[config.mk]
export PLATFORM = sky130hd
export DESIGN_NAME = dac_byte_bank
export DESIGN_NICKNAME = d
export VERILOG_FILES = /design/src/rtl/dac_byte_bank_pkg.sv /design/src/rtl/dac_strobe_edge.sv /design/src/rtl/dac_chan_reg.sv /design/src/rtl/dac_byte_bank.sv
export SDC_FILE = /design/constraint.sdc
export NUM_CORES = 1
export LEC_CHECK = 0
export ABC_AREA = 1
export BUFFER_PORTS_ARGS = -buffer_cell sky130_fd_sc_hd__buf_4
export CORE_UTILIZATION = 48
export CTS_CLUSTER_DIAMETER = 30
export CTS_CLUSTER_SIZE = 28
export DETAILED_ROUTE_END_ITERATION = 16
export GPL_TIMING_DRIVEN = 0
export HOLD_SLACK_MARGIN = 0.06
export PLACE_DENSITY_LB_ADDON = 0.25
export SYNTH_ARGS = -nofsm -noshare
export SYNTH_HDL_FRONTEND = slang
export SYNTH_SLANG_ARGS = --single-unit
export TNS_END_PERCENT = 100
[constraint.sdc]
create_clock -name clk -period 1.6 [get_ports clk]
set_input_delay 0.24 -clock clk [delete_from_list [all_inputs] [get_ports clk]]
set_output_delay 0.24 -clock clk [all_outputs]
set_load 0.005 [all_outputs]
[src/rtl/dac_byte_bank_pkg.sv]
package dac_byte_bank_pkg;
  localparam int unsigned NUM_CH_DEF = 4;
  localparam int unsigned BYTE_W_DEF = 8;
  localparam int unsigned PIN_W_DEF  = 8;

  typedef enum logic {
    HALF_LO = 1'b0,
    HALF_HI = 1'b1
  } half_e;
endpackage

[src/rtl/dac_strobe_edge.sv]
module dac_strobe_edge #(
  parameter int unsigned SYNC_STAGES = 2
) (
  input  logic clk,
  input  logic rst_n,
  input  logic strobe_async,
  output logic rise_pulse
);
  logic [SYNC_STAGES-1:0] sync_q, sync_d;
  logic                   last_q, last_d;

  always_comb begin
    sync_d = {sync_q[SYNC_STAGES-2:0], strobe_async};
    last_d = sync_q[SYNC_STAGES-1];
  end

  always_ff @(posedge clk or negedge rst_n) begin
    if (!rst_n) begin
      sync_q <= '0;
      last_q <= 1'b0;
    end else begin
      sync_q <= sync_d;
      last_q <= last_d;
    end
  end

  assign rise_pulse = sync_q[SYNC_STAGES-1] & ~last_q;
endmodule

[src/rtl/dac_chan_reg.sv]
module dac_chan_reg
  import dac_byte_bank_pkg::*;
#(
  parameter int unsigned BYTE_W = 8,
  parameter int unsigned SEL_W  = 2,
  parameter int unsigned IDX    = 0,
  localparam int unsigned SAMPLE_W = 2 * BYTE_W
) (
  input  logic                clk,
  input  logic                rst_n,
  input  logic                direct_mode,
  input  logic                wr_en,
  input  logic [SEL_W-1:0]    chan_sel,
  input  logic                byte_hi,
  input  logic [BYTE_W-1:0]   wr_data,
  input  logic [SAMPLE_W-1:0] gen_sample,
  output logic [SAMPLE_W-1:0] bus_n
);
  logic [SAMPLE_W-1:0] code_q, code_d;
  logic                hit;
  logic                load_en;

  assign hit     = wr_en && (chan_sel == SEL_W'(IDX));
  assign load_en = !direct_mode || hit;

  always_comb begin
    code_d = code_q;
    if (!direct_mode) begin
      code_d = gen_sample;
    end else if (hit) begin
      if (half_e'(byte_hi) == HALF_HI) begin
        code_d[SAMPLE_W-1:BYTE_W] = wr_data;
      end else begin
        code_d[BYTE_W-1:0] = wr_data;
      end
    end
  end

  always_ff @(posedge clk or negedge rst_n) begin
    if (!rst_n) begin
      code_q <= '0;
    end else if (load_en) begin
      code_q <= code_d;
    end
  end

  assign bus_n = ~code_q;
endmodule

[src/rtl/dac_byte_bank.sv]
module dac_byte_bank
  import dac_byte_bank_pkg::*;
#(
  parameter int unsigned NUM_CH = NUM_CH_DEF,
  parameter int unsigned BYTE_W = BYTE_W_DEF,
  parameter int unsigned PIN_W  = PIN_W_DEF,
  localparam int unsigned SAMPLE_W = 2 * BYTE_W,
  localparam int unsigned SEL_W    = (NUM_CH > 1) ? $clog2(NUM_CH) : 1,
  localparam int unsigned BANK_W   = NUM_CH * SAMPLE_W
) (
  input  logic              clk,
  input  logic              rst_n,
  input  logic              direct_mode,
  input  logic [SEL_W-1:0]  chan_sel,
  input  logic              byte_hi,
  input  logic [BYTE_W-1:0] wr_data,
  input  logic              load_strobe,
  input  logic [BANK_W-1:0] gen_samples,
  output logic [BANK_W-1:0] ladder_bus_n,
  output logic [PIN_W-1:0]  bidir_out,
  output logic [PIN_W-1:0]  bidir_oe
);
  logic strobe_rise;
  logic wr_en;

  dac_strobe_edge #(.SYNC_STAGES(2)) u_edge (
    .clk          (clk),
    .rst_n        (rst_n),
    .strobe_async (load_strobe),
    .rise_pulse   (strobe_rise)
  );

  assign wr_en = strobe_rise & direct_mode;

  for (genvar g = 0; g < NUM_CH; g++) begin : g_ch
    dac_chan_reg #(
      .BYTE_W (BYTE_W),
      .SEL_W  (SEL_W),
      .IDX    (g)
    ) u_reg (
      .clk         (clk),
      .rst_n       (rst_n),
      .direct_mode (direct_mode),
      .wr_en       (wr_en),
      .chan_sel    (chan_sel),
      .byte_hi     (byte_hi),
      .wr_data     (wr_data),
      .gen_sample  (gen_samples[g*SAMPLE_W +: SAMPLE_W]),
      .bus_n       (ladder_bus_n[g*SAMPLE_W +: SAMPLE_W])
    );
  end

  assign bidir_out = '0;
  assign bidir_oe  = '0;
endmodule

==> results.yml, run 1 <==
status:
  outcome: "finished clean"
logic_synthesis:
  yosys.area_share.simple: 0.253
  synthArstFlopShare: 1.00
  synth_seq_cells: 67
  synth_edf_count: 0
  muxShareOfSynthArea: 0
  synth-compound-area-share: 0.104
  syn-cell-area_um2: 3720
  syn_inst: 517
  yosys.area_share.adder: 0
  synth_warnings: 0
  syn_avg_cell_area_um2: 7.20
  yosysSeqAreaShare: 0.451
  yosys.cell_types.count: 17
  synth_top_family_by_area: "simple AND/OR/NAND/NOR gates"
  synth-xor-area-share: 0
  yosys_most_used_dff: "dfrtp_1"
timing:
  finClkSkew_ns: 0.00462
  fmax_mhz: 700
  fin_setup_tns_ns: 0
  layout_setup_ws_ns: 0.171
  worstMarginPinSlew_ns: 0.857
  max-slew-margin-rel: 0.429
  period_share: 0.893
  setup_viol: 0
  finalHoldViolations: 0
  min_period_ns: 1.43
  hold_ws_ns: 0.250
  rsz0062_at_grt: "no"
  final_max_slew_viol_count: 0
clocking:
  cts_buffers: 9
  h-tree-depth: 3
  root_buffer: "clkbuf_8"
  clkSinkCount: 67
  clk_latency_ns: 0.34
  cts_setup_buffers: 0
  ctsResizeCount: 0
  clk_pin_slew_ns: 0.07
  cts_buffer_depth: 2
  cts_tree: "done"
placed_design:
  dp_hpwl_um: 7720
  dp_slack_ns: 0.190
  io_buffers: 141
  place_inst: 772
  gp_congestion: 0.821
worst_hold_path:
  hold_class: "in -> reg"
  hold-path-cell-count: 5
pwr:
  p_leak_nw: 3.12
  p_int_mw: 3.13
  combPwrFrac: 0.273
  swShare: 0.303
  power.switching_mw: 1.36
  pwr-share-seq: 0.457
  p_clk_frac: 0.270
  ir_drop_v: 0.000465
  p_per_area_nw_per_um2: 872
final_layout:
  stdcell_count: 789
  fin_nets: 765
  syn2layout_area_growth_pct: 38.1
  final_common_cell: "buf_4"
  antenna_cells: 0
  layout-drive-gt1-share: 0.284
  layout_common_cells: "157 x buf_4, 142 x nand2_1, 131 x inv_1"
detailed_routing:
  vias_per_cell: 4.82
  ant_nets: 0
  routed_wl_um: 10900
  drt_iter0_markers: 231
  vias: 3801
  drc_errors: 0
  routedWlPerCell_um: 13.8
  drt-pass1-iter-count: 5
worst_setup_path:
  rrSetupSlack_ns: 0.17
  crit_type: "reg -> reg"
  critical_path.startpoint_type: "flop"
  critPathCaptureType: "flop"
  arrival_ns: 1.65
  reg2reg_depth: 6
  cp_max_fo: 9
  cp.required_ns: 1.83
global_route:
  busiest_layer: "met2"
  grt_max_degree: 68
  grt_use_met3: 0.0609
  antenna_found_initial: 0
  track_usage: 0.277
  grt_overflow: 0
  grtUsageMet1: 0.357
  grt_pass1_wl_um: 17700
  grt_pass1_vias: 3677
  use_met2: 0.455
flow_run:
  drv_cap: 0
die:
  fp.dieH_um: 90.0
  boundaryPins: 159
  rows: 31
  initial_core_util: 0.505
  die_area_um2: 8110
  core_um2: 7370
  die_x_um: 90.0
## registers in the layout, indices dropped and copies added, names as in the netlist
signal             count
g_ch.u_reg.code_q     64
u_edge.last_q          1
u_edge.sync_q          2
## kinds of logic after synthesis
| kind of cell | after synthesis |
|---|---|
| buffers and inverters | 166 |
| other | 1 |
| AO/OA/AOI/OAI | 68 |
| flip-flops | 67 |
| AND/OR/NAND/NOR | 215 |
## per-stage QoR
stage	cell area [um^2]	total power, mW	utilization
2_1_floorplan	3780	2.60	-
3_3_place_gp	4960	3.26	0.673
3_5_place_dp	4960	3.29	0.673
4_1_cts	5140	4.49	0.697
5_1_grt	5140	4.74	0.697
6_report	5140	4.48	0.697
## per-layer routing
metal,vias to the layer above,share of wire
met5,-,0
met2,174,0.47
met4,0,0.022
li1,1856,-
met1,1750,0.43
met3,21,0.077
## area by class of cell
class / instances / area (um^2)
fill: 660 / 2230
timing repair buffer: 143 / 1080
clock inverter: 3 / 15.0
buffer: 34 / 220
inverter: 132 / 495
tap: 99 / 124
clock buffer: 12 / 145
sequential: 67 / 1680
multi-input combinational: 299 / 1390
## power groups by stage
stage	logic, mW	registers [mW]	clock network, mW
global route	1.36	2.08	1.30
floorplan	0.567	2.04	0
detailed placement	1.22	2.07	0
global placement	1.19	2.07	0
finish	1.22	2.05	1.21
CTS	1.23	2.05	1.21
## what timing repair did
item                                   CTS  global route
setup endpoints to repair                0             0
hold buffers                             2             0
endpoints found under the hold margin   68             0
## critical path: stages, from the launching register on
cell	delay, ns
dfrtp_1	0.36
clkinv_1	0.05
nand2_2	0.13
o21ai_4	0.30
nand2_1	0.27
nand2_1	0.14
nand2_1	0.06
## synthesized netlist by cell type (3+ instances only)
cell type | n | area share
nand2_1 | 142 | 0.14
inv_1 | 131 | 0.13
dfrtp_1 | 67 | 0.45
nand3_1 | 64 | 0.086
o21ai_0 | 58 | 0.078
buf_4 | 16 | 0.032
buf_2 | 10 | 0.013
nand2_4 | 6 | 0.018
o21ai_1 | 6 | 0.0081
clkbuf_1 | 5 | 0.0050
o21ai_4 | 4 | 0.017
nand2_2 | 3 | 0.0050
## worst paths after layout
check                                  from                       end
setup / recovery              u_edge.last_q   g_ch[1].u_reg.code_q[1]
hold / removal              gen_samples[13]  g_ch[0].u_reg.code_q[13]
min in group asynchronous             rst_n   g_ch[3].u_reg.code_q[5]
hold reg to reg            u_edge.sync_q[0]          u_edge.sync_q[1]
max in group asynchronous             rst_n   g_ch[0].u_reg.code_q[6]
setup reg to reg              u_edge.last_q   g_ch[1].u_reg.code_q[1]
(Power assumes the default switching activity.)
==> run 2, diff against run 1 <==
--- a/config.mk
+++ b/config.mk
@@ -9,5 +9,4 @@
 export BUFFER_PORTS_ARGS = -buffer_cell sky130_fd_sc_hd__buf_4
 export CORE_UTILIZATION = 48
-export CTS_CLUSTER_DIAMETER = 30
 export CTS_CLUSTER_SIZE = 28
 export DETAILED_ROUTE_END_ITERATION = 16
@@ -15,4 +14,5 @@
 export HOLD_SLACK_MARGIN = 0.06
 export PLACE_DENSITY_LB_ADDON = 0.25
+export RECOVER_POWER = 25
 export SYNTH_ARGS = -nofsm -noshare
 export SYNTH_HDL_FRONTEND = slang
==> constraint.sdc (replaced) <==
create_clock -name clk -period 1.6 [get_ports clk]
set_input_delay 0.24 -clock clk [delete_from_list [all_inputs] [get_ports clk]]
set_output_delay 0.24 -clock clk [all_outputs]
set_load 0.02 [all_outputs]
==> results.yml, run 2 (synthesized netlist as in run 1, its figures left out) <==
die:
  die_area_um2: 8110
  die_x_um: 90.0
  boundaryPins: 159
  core_um2: 7370
  rows: 31
  initial_core_util: 0.505
  fp.dieH_um: 90.0
global_route:
  grt_overflow: 0
  antenna_found_initial: 0
  grt_max_degree: 68
  grt_pass1_vias: 3677
  grt_pass1_wl_um: 17700
  track_usage: 0.277
timing:
  period_share: 0.895
  rsz0062_at_grt: "no"
  worstMarginPinSlew_ns: 0.853
  finClkSkew_ns: 0.00601
  final_max_slew_viol_count: 0
  max-slew-margin-rel: 0.431
  min_period_ns: 1.43
  fin_setup_tns_ns: 0
  finalHoldViolations: 0
  setup_viol: 0
  fmax_mhz: 698
clocking:
  cts_buffer_depth: 2
  cts_buffers: 9
  root_buffer: "clkbuf_8"
  cts_hold_buffers: 2
  cts_setup_buffers: 0
  h-tree-depth: 3
  clk_latency_ns: 0.34
  clk_pin_slew_ns: 0.07
  ctsResizeCount: 0
  cts_tree: "done"
  clkSinkCount: 67
detailed_routing:
  routedWlPerCell_um: 13.8
  routed_wl_um: 10900
  vias_per_cell: 4.81
  vias: 3797
  ant_nets: 0
  drc_errors: 0
  drt-pass1-iter-count: 5
  drt_iter0_markers: 213
placed_design:
  place_inst: 772
  gp_congestion: 0.821
  dp_hpwl_um: 7720
  io_buffers: 141
final_layout:
  reg_top3: "g_ch.u_reg.code_q (64), u_edge.sync_q (2), u_edge.last_q (1)"
  stdcell_count: 789
  layout_common_cells: "142 x nand2_1, 131 x inv_1, 110 x buf_4"
  fill_cells: 710
  layout-drive-gt1-share: 0.217
  syn2layout_area_growth_pct: 33.5
  final_common_cell: "nand2_1"
  antenna_cells: 0
  largest_reg_flops: 64
  top_register: "g_ch.u_reg.code_q"
  fin_nets: 765
status:
  outcome: "finished clean"
flow_run:
  drv_cap: 0
worst_setup_path:
  crit_buf_inv: 1
  reg2reg_depth: 6
  rr_startpoint: "u_edge.last_q"
  cp_cell_sequence: "clkinv_1 > nand2_2 > o21ai_4 > nand2_1 > nand2_1 > nand2_1"
  crit_slowest_cell: "dfrtp_1"
  cpPeakStageDelay_ns: 0.36
  rr_endpoint: "g_ch[1].u_reg.code_q[1]"
  arrival_ns: 1.66
  crit_type: "reg -> reg"
  critPathCaptureType: "flop"
  critical_path.startpoint_type: "flop"
  cp.required_ns: 1.83
  cp_max_fo: 9
  critPathMostFrequentCell: "nand2_1"
  rrSetupSlack_ns: 0.17
  crit_family: "simple AND/OR/NAND/NOR gates"
pwr:
  p_leak_nw: 2.96
  p_per_area_nw_per_um2: 935
  ir_drop_v: 0.000463
  report.power.total_mw: 4.65
worst_hold_path:
  hold_class: "in -> reg"
  min_from: "gen_samples[13]"
  hold-path-cell-count: 5
  holdPathEnd: "g_ch[0].u_reg.code_q[13]"
## run 2: changes by cell type in the layout (fill, tap and decap cells not counted), sizes merged
cell	delta
buf	-47
clkbuf	+47
## run 2: worst max path at each step
| stage | start | end | slack (ns) | depth (start not counted) |
|---|---|---|---|---|
| after floorplan | u_edge.last_q | g_ch[0].u_reg.code_q[0] | 0.43 | 6 |
| after global placement | u_edge.last_q | g_ch[1].u_reg.code_q[6] | 0.23 | 6 |
| after detailed placement | u_edge.last_q | g_ch[1].u_reg.code_q[1] | 0.19 | 6 |
| after CTS | u_edge.last_q | g_ch[1].u_reg.code_q[1] | 0.16 | 6 |
| after global routing | u_edge.last_q | g_ch[1].u_reg.code_q[1] | 0.05 | 6 |
| final | u_edge.last_q | g_ch[1].u_reg.code_q[1] | 0.17 | 6 |
## run 2: per-layer routing
metal / vias up / GRT usage / share of wire
li1: 1854 / - / -
met1: 1734 / 0.357 / 0.42
met2: 187 / 0.455 / 0.47
met3: 22 / 0.0609 / 0.081
met4: 0 / 0.109 / 0.022
met5: - / 0 / 0
## run 2: where the power goes
part	internal (mW)	switching, mW
Sequential	1.92	0.128
Combinational	0.498	0.893
Clock	0.589	0.618
Total	3.01	1.64
## run 2: stage by stage
| step | setup WS (ns) | hold WS [ns] | area, um^2 | util |
|---|---|---|---|---|
| 2_1_floorplan | 0.430 | -0.0556 | 3780 | - |
| 3_3_place_gp | 0.232 | 0.338 | 4960 | 0.673 |
| 3_5_place_dp | 0.190 | 0.342 | 4960 | 0.673 |
| 4_1_cts | 0.165 | 0.246 | 5140 | 0.697 |
| 5_1_grt | 0.0493 | 0.277 | 4970 | 0.674 |
| 6_report | 0.168 | 0.248 | 4970 | 0.674 |
## run 2: final cells by class
type	count	area, um^2	share of cell area
Clock inverter	3	15.0	0.00302
Tap cell	99	124	0.0249
Multi-Input combinational cell	299	1390	0.279
Timing Repair Buffer	143	906	0.182
Clock buffer	12	145	0.0292
Buffer	34	220	0.0443
Inverter	132	495	0.0997
Sequential cell	67	1680	0.338
## run 2: worst register-to-register path: stages, from the launching register on
cell      delay (ns)
dfrtp_1         0.36
clkinv_1        0.05
nand2_2         0.13
o21ai_4         0.31
nand2_1         0.27
nand2_1         0.14
nand2_1         0.06
==> run 3, diff against run 2 <==
- CORE_ASPECT_RATIO: default -> 0.7
- CTS_CLUSTER_SIZE: 28 -> default
- PLACE_DENSITY: default -> 0.79
- PLACE_DENSITY_LB_ADDON: 0.25 -> default
==> results.yml, run 3 (synthesized netlist as in run 1, its figures left out) <==
clocking:
  clk_latency_ns: 0.34
  cts_tree: "done"
  h-tree-depth: 3
  clk_pin_slew_ns: 0.07
  cts_buffer_depth: 2
  clkSinkCount: 67
  ctsResizeCount: 0
  root_buffer: "clkbuf_8"
  cts_buffers: 9
timing:
  fmax_mhz: 676
  finalHoldViolations: 0
  fin_setup_tns_ns: 0
  rsz0062_at_grt: "no"
  max-slew-margin-rel: 0.436
  period_share: 0.925
  finClkSkew_ns: 0.00445
  setup_viol: 0
  min_period_ns: 1.48
  final_max_slew_viol_count: 0
  worstMarginPinSlew_ns: 0.846
worst_setup_path:
  cpPeakStageDelay_ns: 0.36
  startpoint: "u_edge.last_q"
  rr_endpoint: "g_ch[1].u_reg.code_q[1]"
  rr_startpoint: "u_edge.last_q"
  reg2reg_depth: 6
  critPathMostFrequentCell: "nand2_1"
  cp_cell_sequence: "clkinv_1 > nand2_2 > o21ai_4 > nand2_1 > nand2_1 > nand2_1"
  rrSetupSlack_ns: 0.12
  crit_type: "reg -> reg"
  cp.required_ns: 1.83
  arrival_ns: 1.71
  critical_path.startpoint_type: "flop"
  crit_slowest_cell: "dfrtp_1"
  critPathCaptureType: "flop"
  cp_max_fo: 9
worst_hold_path:
  min_from: "gen_samples[13]"
  holdPathEnd: "g_ch[0].u_reg.code_q[13]"
  hold-path-cell-count: 5
  hold_class: "in -> reg"
global_route:
  grt_max_degree: 68
  grt_overflow: 0
  antenna_found_initial: 0
  grt_pass1_vias: 3517
  grt_pass1_wl_um: 17100
  track_usage: 0.285
die:
  initial_core_util: 0.504
  fp.dieH_um: 75.7
  rows: 26
  core_um2: 7380
  boundaryPins: 159
  die_x_um: 107
  die_area_um2: 8110
detailed_routing:
  met2_length_um: 4950
  drt_iter0_markers: 229
  drt-pass1-iter-count: 5
  met3_length_um: 1120
  highest_layer: "met4"
  drc_errors: 0
  vias_per_cell: 4.90
  vias: 3860
  routedWlPerCell_um: 14.0
  ant_nets: 0
  routed_wl_um: 11000
  wl_met1_um: 4810
final_layout:
  layout_common_cells: "142 x nand2_1, 131 x inv_1, 110 x buf_4"
  layout-drive-gt1-share: 0.217
  fin_nets: 765
  antenna_cells: 0
  fin_area_um2: 4970
  reg_top3: "g_ch.u_reg.code_q (64), u_edge.sync_q (2), u_edge.last_q (1)"
  final_common_cell: "nand2_1"
  largest_reg_flops: 64
  syn2layout_area_growth_pct: 33.5
  top_register: "g_ch.u_reg.code_q"
placed_design:
  gp_congestion: 0.841
  io_buffers: 141
  place_area_um2: 4960
  dp_hpwl_um: 8120
pwr:
  ir_drop_v: 0.000472
  p_leak_nw: 2.96
  p_per_area_nw_per_um2: 937
status:
  outcome: "finished clean"
flow_run:
  drv_cap: 0
==> run 3: cell counts in the layout (fill, tap and decap cells not counted) <==
Identical to the previous run, type by type.
==> run 3: metrics by stage <==
stage	setup slack, ns	hold WS, ns	cells	total power [mW]	util
after global routing	0.0280	0.266	788	4.90	0.672
after detailed placement	0.157	0.336	771	3.61	0.671
after CTS	0.145	0.243	788	4.81	0.696
final	0.120	0.254	788	4.65	0.672
after floorplan	0.430	-0.0556	532	2.89	-
after global placement	0.201	0.337	771	3.57	0.671
==> run 3: critical path: cells and delay by family, from the launching register on <==
kind                   cells  cell delay (ns)
AO/OA/AOI/OAI              1             0.32
flip-flops                 1             0.36
buffers and inverters      1             0.05
AND/OR/NAND/NOR            4             0.64
==> run 3: repair_timing <==
action,CTS,global route
setup buffers,0,0
hold endpoints to repair,68,0
hold buffers,2,0
==> run 3: final cells by class <==
cell class | instances | area [um^2]
Buffer | 34 | 220
Inverter | 132 | 495
Fill cell | 682 | 2420
Sequential cell | 67 | 1680
Multi-Input combinational cell | 299 | 1390
Clock buffer | 12 | 145
Tap cell | 98 | 123
Timing Repair Buffer | 143 | 906
Clock inverter | 3 | 15.0
==> run 3: worst max-delay path by stage <==
| stage | endpoint | slack [ns] | depth (start not counted) |
|---|---|---|---|
| floorplan | g_ch[0].u_reg.code_q[0] | 0.43 | 6 |
| global placement | g_ch[1].u_reg.code_q[3] | 0.20 | 6 |
| detailed placement | g_ch[1].u_reg.code_q[1] | 0.16 | 6 |
| CTS | g_ch[1].u_reg.code_q[1] | 0.15 | 6 |
| global route | g_ch[1].u_reg.code_q[1] | 0.03 | 6 |
| finish | g_ch[1].u_reg.code_q[1] | 0.12 | 6 |
==> run 3: power breakdown <==
part / switching (mW) / total [mW] / internal, mW
Clock: 0.613 / 1.20 / 0.589
Combinational: 0.901 / 1.40 / 0.498
Sequential: 0.130 / 2.05 / 1.92
==> run 3: metal layers <==
metal,global-route usage,vias to the layer above
met3,0.0787,13
met1,0.386,1771
met2,0.459,224
li1,-,1852
met4,0.0731,0
met5,0,-
